## config.mk

```make
export PLATFORM = sky130hd
export DESIGN_NAME = succ_cm_core
export DESIGN_NICKNAME = d
export VERILOG_FILES = /design/src/rtl/scm_pkg.sv /design/src/rtl/scm_regs.sv /design/src/rtl/scm_store.sv /design/src/rtl/scm_seq.sv /design/src/rtl/succ_cm_core.sv
export SDC_FILE = /design/constraint.sdc
export NUM_CORES = 1
export LEC_CHECK = 0
export BUFFER_PORTS_ARGS = -buffer_cell sky130_fd_sc_hd__buf_2
export CAP_MARGIN = 20
export CORE_MARGIN = 2
export CORE_UTILIZATION = 63
export DETAILED_ROUTE_END_ITERATION = 6
export GPL_TIMING_DRIVEN = 0
export PLACE_DENSITY = 0.8
export RECOVER_POWER = 100
export SYNTH_ARGS = -nofsm -noshare
export SYNTH_HDL_FRONTEND = slang
export SYNTH_HIERARCHICAL = 1
export SYNTH_SLANG_ARGS = --single-unit
```

## constraint.sdc

```tcl
create_clock -name clk -period 4.6 [get_ports clk]
set_input_delay 0.92 -clock clk [delete_from_list [all_inputs] [get_ports clk]]
set_output_delay 0.92 -clock clk [all_outputs]
set_load 0.03 [all_outputs]
```

## src/rtl/scm_pkg.sv

```systemverilog
package scm_pkg;
   typedef enum logic [1:0] {
      OP_CLR  = 2'b00,
      OP_INC  = 2'b01,
      OP_JEQ  = 2'b10,
      OP_STOP = 2'b11
   } scm_op_e;
endpackage

```

## src/rtl/scm_regs.sv

```systemverilog
module scm_regs #(
   parameter int NREG = 8,
   parameter int DW   = 8,
   parameter int RAW  = $clog2(NREG)
) (
   input  logic           clk,
   input  logic           rst_n,
   input  logic           we,
   input  logic [RAW-1:0] widx,
   input  logic [DW-1:0]  wval,
   input  logic [RAW-1:0] a_idx,
   output logic [DW-1:0]  a_val,
   input  logic [RAW-1:0] b_idx,
   output logic [DW-1:0]  b_val,
   input  logic [RAW-1:0] c_idx,
   output logic [DW-1:0]  c_val
);
   // slot 0 has no storage: it is the constant zero
   logic [DW-1:0] cnt [1:NREG-1];

   function automatic logic [DW-1:0] peek(input logic [RAW-1:0] i);
      if (i == '0 || int'(i) >= NREG) return '0;
      return cnt[i];
   endfunction

   always_ff @(posedge clk or negedge rst_n) begin
      if (!rst_n) begin
         for (int i = 1; i < NREG; i++) cnt[i] <= '0;
      end else if (we) begin
         for (int i = 1; i < NREG; i++)
            if (widx == RAW'(i)) cnt[i] <= wval;
      end
   end

   assign a_val = peek(a_idx);
   assign b_val = peek(b_idx);
   assign c_val = peek(c_idx);
endmodule

```

## src/rtl/scm_store.sv

```systemverilog
module scm_store #(
   parameter int PDEPTH = 32,
   parameter int IW     = 13,
   parameter int PAW    = $clog2(PDEPTH)
) (
   input  logic           clk,
   input  logic           we,
   input  logic [PAW-1:0] waddr,
   input  logic [IW-1:0]  wdata,
   input  logic [PAW-1:0] raddr,
   output logic [IW-1:0]  rdata
);
   logic [IW-1:0] mem [PDEPTH];

   always_ff @(posedge clk) begin
      if (we && int'(waddr) < PDEPTH) mem[waddr] <= wdata;
   end

   assign rdata = (int'(raddr) < PDEPTH) ? mem[raddr] : '0;
endmodule

```

## src/rtl/scm_seq.sv

```systemverilog
module scm_seq
   import scm_pkg::*;
#(
   parameter int NREG   = 8,
   parameter int DW     = 8,
   parameter int PDEPTH = 32,
   parameter int RAW    = $clog2(NREG),
   parameter int PAW    = $clog2(PDEPTH),
   parameter int IW     = 2 + 2*RAW + PAW
) (
   input  logic           clk,
   input  logic           rst_n,
   input  logic           start,
   input  logic [IW-1:0]  instr,
   input  logic [DW-1:0]  va,
   input  logic [DW-1:0]  vb,
   output logic [PAW-1:0] pc,
   output logic [RAW-1:0] ra,
   output logic [RAW-1:0] rb,
   output logic           ex_we,
   output logic [DW-1:0]  ex_val,
   output logic           busy,
   output logic           halted,
   output logic           err,
   output logic           ovf
);
   scm_op_e        op;
   logic [PAW-1:0] tgt;
   logic [PAW:0]   nxt;
   logic           beyond;
   logic           wraps;

   always_comb begin
      op     = scm_op_e'(instr[IW-1 -: 2]);
      ra     = instr[IW-3 -: RAW];
      rb     = instr[PAW+RAW-1 -: RAW];
      tgt    = instr[PAW-1:0];
      nxt    = {1'b0, pc} + 1'b1;
      ex_we  = 1'b0;
      ex_val = '0;
      wraps  = 1'b0;
      unique case (op)
         OP_CLR: ex_we = busy && (ra != '0);
         OP_INC: begin
            ex_we  = busy && (ra != '0);
            ex_val = va + 1'b1;
            wraps  = (ra != '0) && (va == '1);
         end
         OP_JEQ:  if (va == vb) nxt = {1'b0, tgt};
         OP_STOP: ;
         default: ;
      endcase
   end

   // with a power-of-two depth only the carry can leave the store
   generate
      if (PDEPTH == (1 << PAW)) begin : g_pow2
         assign beyond = nxt[PAW];
      end else begin : g_odd
         assign beyond = (nxt >= (PAW+1)'(PDEPTH));
      end
   endgenerate

   always_ff @(posedge clk or negedge rst_n) begin
      if (!rst_n) begin
         pc     <= '0;
         busy   <= 1'b0;
         halted <= 1'b0;
         err    <= 1'b0;
         ovf    <= 1'b0;
      end else if (!busy) begin
         if (start) begin
            pc     <= '0;
            busy   <= 1'b1;
            halted <= 1'b0;
            err    <= 1'b0;
            ovf    <= 1'b0;
         end
      end else begin
         if (wraps) ovf <= 1'b1;
         if (op == OP_STOP) begin
            busy   <= 1'b0;
            halted <= 1'b1;
         end else if (beyond) begin
            busy   <= 1'b0;
            halted <= 1'b1;
            err    <= 1'b1;
         end else begin
            pc <= nxt[PAW-1:0];
         end
      end
   end
endmodule

```

## src/rtl/succ_cm_core.sv

```systemverilog
module succ_cm_core #(
   parameter int NREG   = 8,
   parameter int DW     = 8,
   parameter int PDEPTH = 32,
   parameter int RAW    = $clog2(NREG),
   parameter int PAW    = $clog2(PDEPTH),
   parameter int IW     = 2 + 2*RAW + PAW
) (
   input  logic           clk,
   input  logic           rst_n,
   input  logic           prog_we,
   input  logic [PAW-1:0] prog_addr,
   input  logic [IW-1:0]  prog_wdata,
   input  logic           reg_we,
   input  logic [RAW-1:0] reg_addr,
   input  logic [DW-1:0]  reg_wdata,
   input  logic [RAW-1:0] rd_addr,
   output logic [DW-1:0]  rd_data,
   input  logic           start,
   output logic           busy,
   output logic           halted,
   output logic           err,
   output logic           ovf
);
   generate
      if (NREG < 2 || DW < 1 || PDEPTH < 2 || IW != 2 + 2*RAW + PAW) begin : g_bad_cfg
         $error("succ_cm_core: unsupported parameter set");
      end
   endgenerate

   logic [PAW-1:0] pc;
   logic [IW-1:0]  instr;
   logic [RAW-1:0] ra, rb;
   logic [DW-1:0]  va, vb;
   logic           ex_we;
   logic [DW-1:0]  ex_val;
   logic           f_we;
   logic [RAW-1:0] f_idx;
   logic [DW-1:0]  f_val;

   // host owns the write port only while idle
   assign f_we  = busy ? ex_we  : reg_we;
   assign f_idx = busy ? ra     : reg_addr;
   assign f_val = busy ? ex_val : reg_wdata;

   scm_store #(.PDEPTH(PDEPTH), .IW(IW), .PAW(PAW)) store_i (
      .clk   (clk),
      .we    (prog_we && !busy),
      .waddr (prog_addr),
      .wdata (prog_wdata),
      .raddr (pc),
      .rdata (instr)
   );

   scm_regs #(.NREG(NREG), .DW(DW), .RAW(RAW)) regs_i (
      .clk   (clk),
      .rst_n (rst_n),
      .we    (f_we),
      .widx  (f_idx),
      .wval  (f_val),
      .a_idx (ra),
      .a_val (va),
      .b_idx (rb),
      .b_val (vb),
      .c_idx (rd_addr),
      .c_val (rd_data)
   );

   scm_seq #(.NREG(NREG), .DW(DW), .PDEPTH(PDEPTH), .RAW(RAW), .PAW(PAW), .IW(IW)) seq_i (
      .clk    (clk),
      .rst_n  (rst_n),
      .start  (start),
      .instr  (instr),
      .va     (va),
      .vb     (vb),
      .pc     (pc),
      .ra     (ra),
      .rb     (rb),
      .ex_we  (ex_we),
      .ex_val (ex_val),
      .busy   (busy),
      .halted (halted),
      .err    (err),
      .ovf    (ovf)
   );
endmodule

```

== Yosys cells after proc, flatten, opt, wreduce, memory -nomap -nowiden ==
Memories as Yosys holds them, arrays and structs flattened.
Index checks and enable logic that the tools add are counted.

* Add/subtract/negate cells: 2
* Order comparisons: 3
* Eq/ne operators: 17
* Muxes and demuxes: 44
* Bitwise gates (word level): 3
* Reductions and logical operators: 22

{| class="wikitable"
|+ Operators with widths
! kind !! count
|-
| $mux W8 || 14
|-
| $bmux W8 S3 || 3
|-
| $mux W1 || 20
|-
| $mux W5 || 4
|-
| $reduce_and A2 Y1 || 9
|-
| $eq A3 B3 Y1 const B || 4
|-
| $ge A4 B4 Y1 const B || 3
|-
| $mux W6 || 2
|-
| $not A3 Y4 || 3
|-
| $logic_not A3 Y1 || 3
|-
| $add A8 B1 Y8 const B || 1
|-
| $eq A8 B8 Y1 || 1
|-
| $eq A8 B8 Y1 const B || 1
|-
| $ne A2 B2 Y1 const B || 4
|-
| $add A5 B1 Y6 const B || 1
|-
| $eq A3 B2 Y1 const B || 2
|-
| $reduce_and A3 Y1 || 2
|-
| $eq A2 B2 Y1 const B || 2
|-
| $eq A3 B1 Y1 const B || 1
|-
| $logic_and A1 B1 Y1 || 3
|-
| $mux W3 || 1
|-
| $ne A3 B3 Y1 const B || 1
|-
| $reduce_bool A3 Y1 || 1
|-
| $eq A2 B1 Y1 const B || 1
|-
| other kinds (4) || 4
|}

* Register bits after elaboration: 65
* Bits in writable memories: 416
* Input port bits: 37
* Word-level logic and storage cells: 104
* Memories: 1

{| class="wikitable"
|+ Memory list
! memory !! depth !! bits a word !! read ports !! clocked after Yosys merged registers in !! write ports !! RTL line !! source
|-
| store_i.mem || 32 || 13 || 1 || 0 || 1 || scm_store.sv:13 || <nowiki>logic [IW-1:0] mem [PDEPTH];</nowiki>
|}

== Depth between registers and ports, before layout ==
An unclocked memory read counts as a cell.

* Word-level depth: 12
* Gate-level depth with buffers: 20

== Cells and area by module ==
The synthesis kept the hierarchy.

{| class="wikitable"
|+ By module, submodules not included
! module !! instances !! cells each !! area each (µm²) !! sequential area each (µm²)
|-
| scm_store || 1 || 923 || 16,468.3 || 12,492.0
|-
| scm_regs || 1 || 299 || 3,773.6 || 1,401.3
|-
| scm_seq || 1 || 110 || 880.8 || 225.2
|-
| succ_cm_core || 1 || 14 || 188.9 || 0.0
|}

== Worst setup path after synthesis ==
OpenSTA, ideal clock, no wires.

* Path kind: reg2reg
* From: register seq_i.pc[0]
* To: register regs_i/cnt[31] in the netlist's numbering
* Library setup time: 0.125 ns
* Arrival time: 3.670 ns
* Data required time: 4.475 ns
* Path slack: 0.805 ns
* Cell stages (with the launch flop): 18
* Buffers on the path: 5
* Clock period less this slack: 3.795 ns
* Cells stage by stage: dfrtp_1 buf_6 buf_6 buf_4 mux2i_1 nand2_1 a31oi_1 nand3_1 buf_4 buf_4 and2b_4 a221oi_1 a311oi_1 nand3_1 o21ai_0 a21oi_1 mux2_2 mux2_2

* Longest elaborated chain between the ends: 9

{| class="wikitable"
|+ RTL lines
! element !! RTL line !! source
|-
| start, declared || scm_seq.sv:17 || <nowiki>output logic [PAW-1:0] pc,</nowiki>
|-
| start signal, assigned || scm_seq.sv:89 || <nowiki>pc <= nxt[PAW-1:0];</nowiki>
|-
| $mem_v2 Z32 W13 * || n/a ||
|-
| via instr[8] || succ_cm_core.sv:32 || <nowiki>logic [IW-1:0] instr;</nowiki>
|-
| $not A3 Y4 (not written as such) || scm_regs.sv:23 || <nowiki>return cnt[i];</nowiki>
|-
| $bmux W8 S3 || scm_regs.sv:23 ||
|-
| $mux W8 (not written as such) (2 in series) || scm_regs.sv:23 ||
|-
| $mux W8 * || scm_regs.sv:23 ||
|-
| via va[2] || succ_cm_core.sv:34 || <nowiki>logic [DW-1:0] va, vb;</nowiki>
|-
| $add A8 B1 Y8 * || scm_seq.sv:46 || <nowiki>ex_val = va + 1'b1;</nowiki>
|-
| $mux W8 * || scm_seq.sv:42 || <nowiki>unique case (op)</nowiki>
|-
| via ex_val[7] || succ_cm_core.sv:36 || <nowiki>logic [DW-1:0] ex_val;</nowiki>
|-
| $mux W8 * || succ_cm_core.sv:44 || <nowiki>assign f_val = busy ? ex_val : reg_wdata;</nowiki>
|-
| via f_val[7] || succ_cm_core.sv:39 || <nowiki>logic [DW-1:0] f_val;</nowiki>
|-
| end signal, assigned by index || scm_regs.sv:31 || <nowiki>if (widx == RAW'(i)) cnt[i] <= wval;</nowiki>
|-
| end, declared || scm_regs.sv:19 || <nowiki>logic [DW-1:0] cnt [1:NREG-1];</nowiki>
|}

Mark *: on every way through the listed nets, which the timed path passes. The rest lies on a longest branch. The select of a mux whose other input is x is not followed.
A chain may end at the register's enable or synchronous reset.

== Worst setup path in the final report ==
* From: register seq_i.pc[2]
* To: register seq_i.pc[3]

* Longest elaborated chain between the ends: 12

{| class="wikitable"
|+ RTL lines
! element !! RTL line !! source
|-
| $mem_v2 Z32 W13 * || n/a ||
|-
| via instr[7] || succ_cm_core.sv:32 ||
|-
| $not A3 Y4 (not written as such) || scm_regs.sv:23 ||
|-
| $bmux W8 S3 || scm_regs.sv:23 ||
|-
| $mux W8 (not written as such) (2 in series) || scm_regs.sv:23 ||
|-
| $mux W8 * || scm_regs.sv:23 ||
|-
| via vb[4] || succ_cm_core.sv:34 ||
|-
| $eq A8 B8 Y1 * || scm_seq.sv:49 || <nowiki>OP_JEQ: if (va == vb) nxt = {1'b0, tgt};</nowiki>
|-
| $mux W6 * || scm_seq.sv:49 ||
|-
| $mux W6 * || scm_seq.sv:42 ||
|-
| $mux W5 || scm_seq.sv:84 || <nowiki>end else if (beyond) begin</nowiki>
|-
| $mux W5 || scm_seq.sv:81 || <nowiki>if (op == OP_STOP) begin</nowiki>
|-
| $mux W5 || scm_seq.sv:71 || <nowiki>end else if (!busy) begin</nowiki>
|}

Marks and branches as above.

==> flow_summary.json <==
{
  "status": "finished with violations",
  "violations": "max-capacitance violations, max-slew violations",
  "cts_hold_buf": 0,
  "antenna_found_initial": 0,
  "cts_max_level": 2,
  "rsz0062_at_grt": "no",
  "crit_chain": "nor2b_1 -> buf_2 -> buf_2 -> a22o_1 -> nor3_1 -> a31oi_1 -> nand3_1 -> buf_4 -> buf_4 -> nand2b_1 -> a211oi_1 -> a311oi_1 -> xor2_1 -> nor3_2 -> and3_1 -> buf_6 -> mux2i_1 -> a221oi_2",
  "grt_pass1_wl_um": 76800,
  "yosysTopAreaCellShare_pct": 58.6,
  "yosys_warnings": 6,
  "initialDrtViolationCount": 1357,
  "post-route-period-util_pct": 99.4,
  "drc": 0,
  "routedWlPerCell_um": 26.1,
  "die_h_um": 188,
  "syn_to_final_growth_pct": 12.2,
  "start_util_pct": 63.7,
  "hold_viol": 0,
  "utilization_pct": 71.5,
  "p_leak_nw": 8.80,
  "yosysTopAreaCell": "edfxtp_1",
  "drive_above_1_share_pct": 20.9,
  "cp-start-kind": "flop",
  "synth_area_leaders": "edfxtp_1 (59%), mux2i_1 (11%), dfrtp_1 (7.6%), mux2_2 (3.8%), a22oi_1 (1.8%)",
  "worst_r2r_path_depth": 18,
  "io_pins": 49,
  "num-fill-cells": 2093,
  "vias_per_cell": 6.56,
  "vias": 12800,
  "grt_usage_pct": 29.2,
  "synth-seq-cells": 481,
  "p_total_mw": 17.9,
  "hold_path_class": "flop to flop",
  "ys_types": 59,
  "final-seq-area_um2": 14100,
  "die_area_um2": 35300,
  "netlist_area_um2": 21300,
  "root_buffer": "clkbuf_16",
  "clockBufferDepth": 3,
  "relSlewSlack_pct": -136,
  "cap_violations": 11,
  "cp-end-kind": "flop",
  "ant_nets": 0,
  "numCtsBuffers": 47,
  "worstPathArrival_ps": 5000,
  "clkTransAtPathRegs_ps": 60,
  "syn-num-nets": 1385,
  "core_area_um2": 33400,
  "synth-async-reset-ratio_pct": 13.5,
  "antenna_cells": 0,
  "grt_max_degree": 66,
  "critPathRequiredTime_ps": 5030,
  "io_buffer_count": 46,
  "tightest_slew_ps": 3530,
  "max_freq_mhz": 219,
  "yosysSeqAreaShare_pct": 66.2,
  "final_nets": 1510,
  "path_max_fanout": 10,
  "grt_pass1_vias": 12800,
  "multiInputGateArea_um2": 6540,
  "synth_flop_cell": "edfxtp_1",
  "rows": 67,
  "syn_inst": 1346,
  "cts_tree": "built",
  "dpl.hpwl_um": 33300,
  "power.density_nw_per_um2": 750,
  "path_class": "flop to flop",
  "slew_violations": 363,
  "cp_slowest_cell": "dfrtp_2",
  "dp_slack_ps": -664,
  "cts_num_sinks": 481,
  "final.setup.tns_ps": 0,
  "drt-total-wl_um": 51100,
  "avgSynthCellArea_um2": 15.8,
  "synth_edf_count": 416,
  "place.gp.congestion": 0.914,
  "grt_overflow_total": 0,
  "whs_path_depth": 1,
  "first_pass_iters": 5,
  "die_w_um": 188,
  "fin_crit_ps": 4570,
  "ir_drop_mv": 0.923,
  "setup_ws_ps": 29.4,
  "setup_viol_count_final": 0,
  "clk_latency_ps": 580,
  "slowest_delay_ps": 480,
  "skew_ps": 27.1
}
==> flip-flops by register name (all words and copies together), names as in the netlist <==
signal        cells
seq_i/ovf         1
seq_i/pc          5
regs_i/cnt       56
seq_i/err         1
store_i/mem     416
seq_i/busy        1
seq_i/halted      1
==> path summary, 6_finish.rpt <==
check	slack, ps	end	startpoint
worst max-delay path	30	seq_i/pc[3]$_DFFE_PN0P_	seq_i/pc[2]$_DFFE_PN0P_
worst min-delay path	550	regs_i/cnt[51]$_DFFE_PN0P_	regs_i/cnt[51]$_DFFE_PN0P_
worst max register to register	30	seq_i/pc[3]$_DFFE_PN0P_	seq_i/pc[2]$_DFFE_PN0P_
worst min register to register	550	regs_i/cnt[51]$_DFFE_PN0P_	regs_i/cnt[51]$_DFFE_PN0P_
max in group asynchronous	800	seq_i/pc[2]$_DFFE_PN0P_	rst_n
min in group asynchronous	1560	seq_i/pc[0]$_DFFE_PN0P_	rst_n
==> critical path: cells and delay by family, from the launching register on <==
| kind | cells | cell delay, ps |
|---|---|---|
| AO/OA/AOI/OAI | 5 | 1310 |
| XOR/XNOR | 1 | 150 |
| buffers and inverters | 5 | 970 |
| flip-flops | 1 | 480 |
| multiplexers | 1 | 220 |
| AND/OR/NAND/NOR | 6 | 1290 |
==> cell usage in the layout, fill, tap and decap left out, types with 5 or more instances in the layout <==
cell / instances
clkbuf_1: 72
nor3_1: 12
dfrtp_1: 62
buf_6: 21
a221oi_1: 21
a22oi_1: 51
mux2_4: 16
nand2b_1: 5
a211oi_1: 16
bufinv_16: 5
xor2_1: 9
nor2b_1: 19
edfxtp_1: 416
inv_1: 6
clkbuf_16: 48
mux2i_1: 241
a22o_1: 29
a311oi_1: 9
o21ai_0: 6
mux2_2: 72
a221oi_2: 9
clkinv_1: 12
clkinv_2: 9
nor3_2: 5
buf_12: 5
buf_4: 22
nand2_1: 34
a31oi_1: 9
nand3_1: 32
a21oi_1: 34
nor2_1: 46
buf_2: 44
a311oi_2: 8
buf_8: 9
clkbuf_4: 5
nand4_1: 16
nand3b_1: 5
==> layer usage <==
metal  share of wire [%]  routed length, µm  GRT usage [%]
met5                   0                  0              0
met4                 3.9               1990           11.6
met3                 8.8               4500           5.82
met2                  47              24300           46.9
met1                  40              20400           39.7
==> logic make-up after synthesis <==
kind of cell	Yosys count	synth area share, %
flip-flops	481	66.2
multiplexers	335	16.6
AO/OA/AOI/OAI	208	7.49
AND/OR/NAND/NOR	208	5.34
buffers and inverters	101	3.79
XOR/XNOR	11	0.452
adder cells (fa/ha/maj)	2	0.117
==> through the flow <==
step	cells	hold WS, ps	area (µm²)
2_1_floorplan	1346	504	21300
3_3_place_gp	1840	524	22100
3_5_place_dp	1857	533	22300
4_1_cts	1946	463	23900
5_1_grt	1957	576	23900
6_report	1957	553	23900
==> repair_timing <==
action | CTS | global route
endpoints found under the hold margin | 0 | 0
gates resized for setup | 16 | 26
buffers inserted | 4 | 2
setup endpoints to repair | 58 | 42
pin swaps | 3 | 5
==> cell usage after synthesis, types with 3 or more instances <==
master,count
inv_1,6
edfxtp_1,416
a31oi_1,14
nor3_1,14
nor3_2,3
buf_4,17
a21oi_1,35
buf_8,8
a22o_1,29
dfrtp_1,65
nand2_1,34
nand3b_1,5
nor2b_1,19
buf_12,4
clkbuf_1,14
nand4_1,16
or3_1,4
mux2i_1,243
nor2_1,46
a211oi_1,17
a22oi_1,52
nand4b_2,3
buf_2,27
buf_6,23
a311oi_1,17
nand2b_1,6
mux2_4,16
and2_1,3
or3b_2,3
o21ai_0,7
xor2_1,10
a221oi_2,9
nand3_1,33
a221oi_1,21
mux2_2,72
mux2_1,4
==> power breakdown <==
group	leakage, nW	switching, mW	total [mW]	internal [mW]
Combinational	3.47	5.21	8.86	3.65
Clock	0.750	1.58	3.79	2.20
Sequential	4.58	0.283	5.29	5.00
==> area by class of cell <==
cell class / instances / area share (%)
inverters: 6 / 0.0942
multi-input cells: 764 / 27.3
flip-flops and latches: 481 / 59.0
clock buffers: 57 / 5.16
clock inverters: 30 / 1.27
well taps: 448 / 2.34
repair buffers: 80 / 1.46
plain buffers: 91 / 3.31
Power figures use the tool's default switching activity.
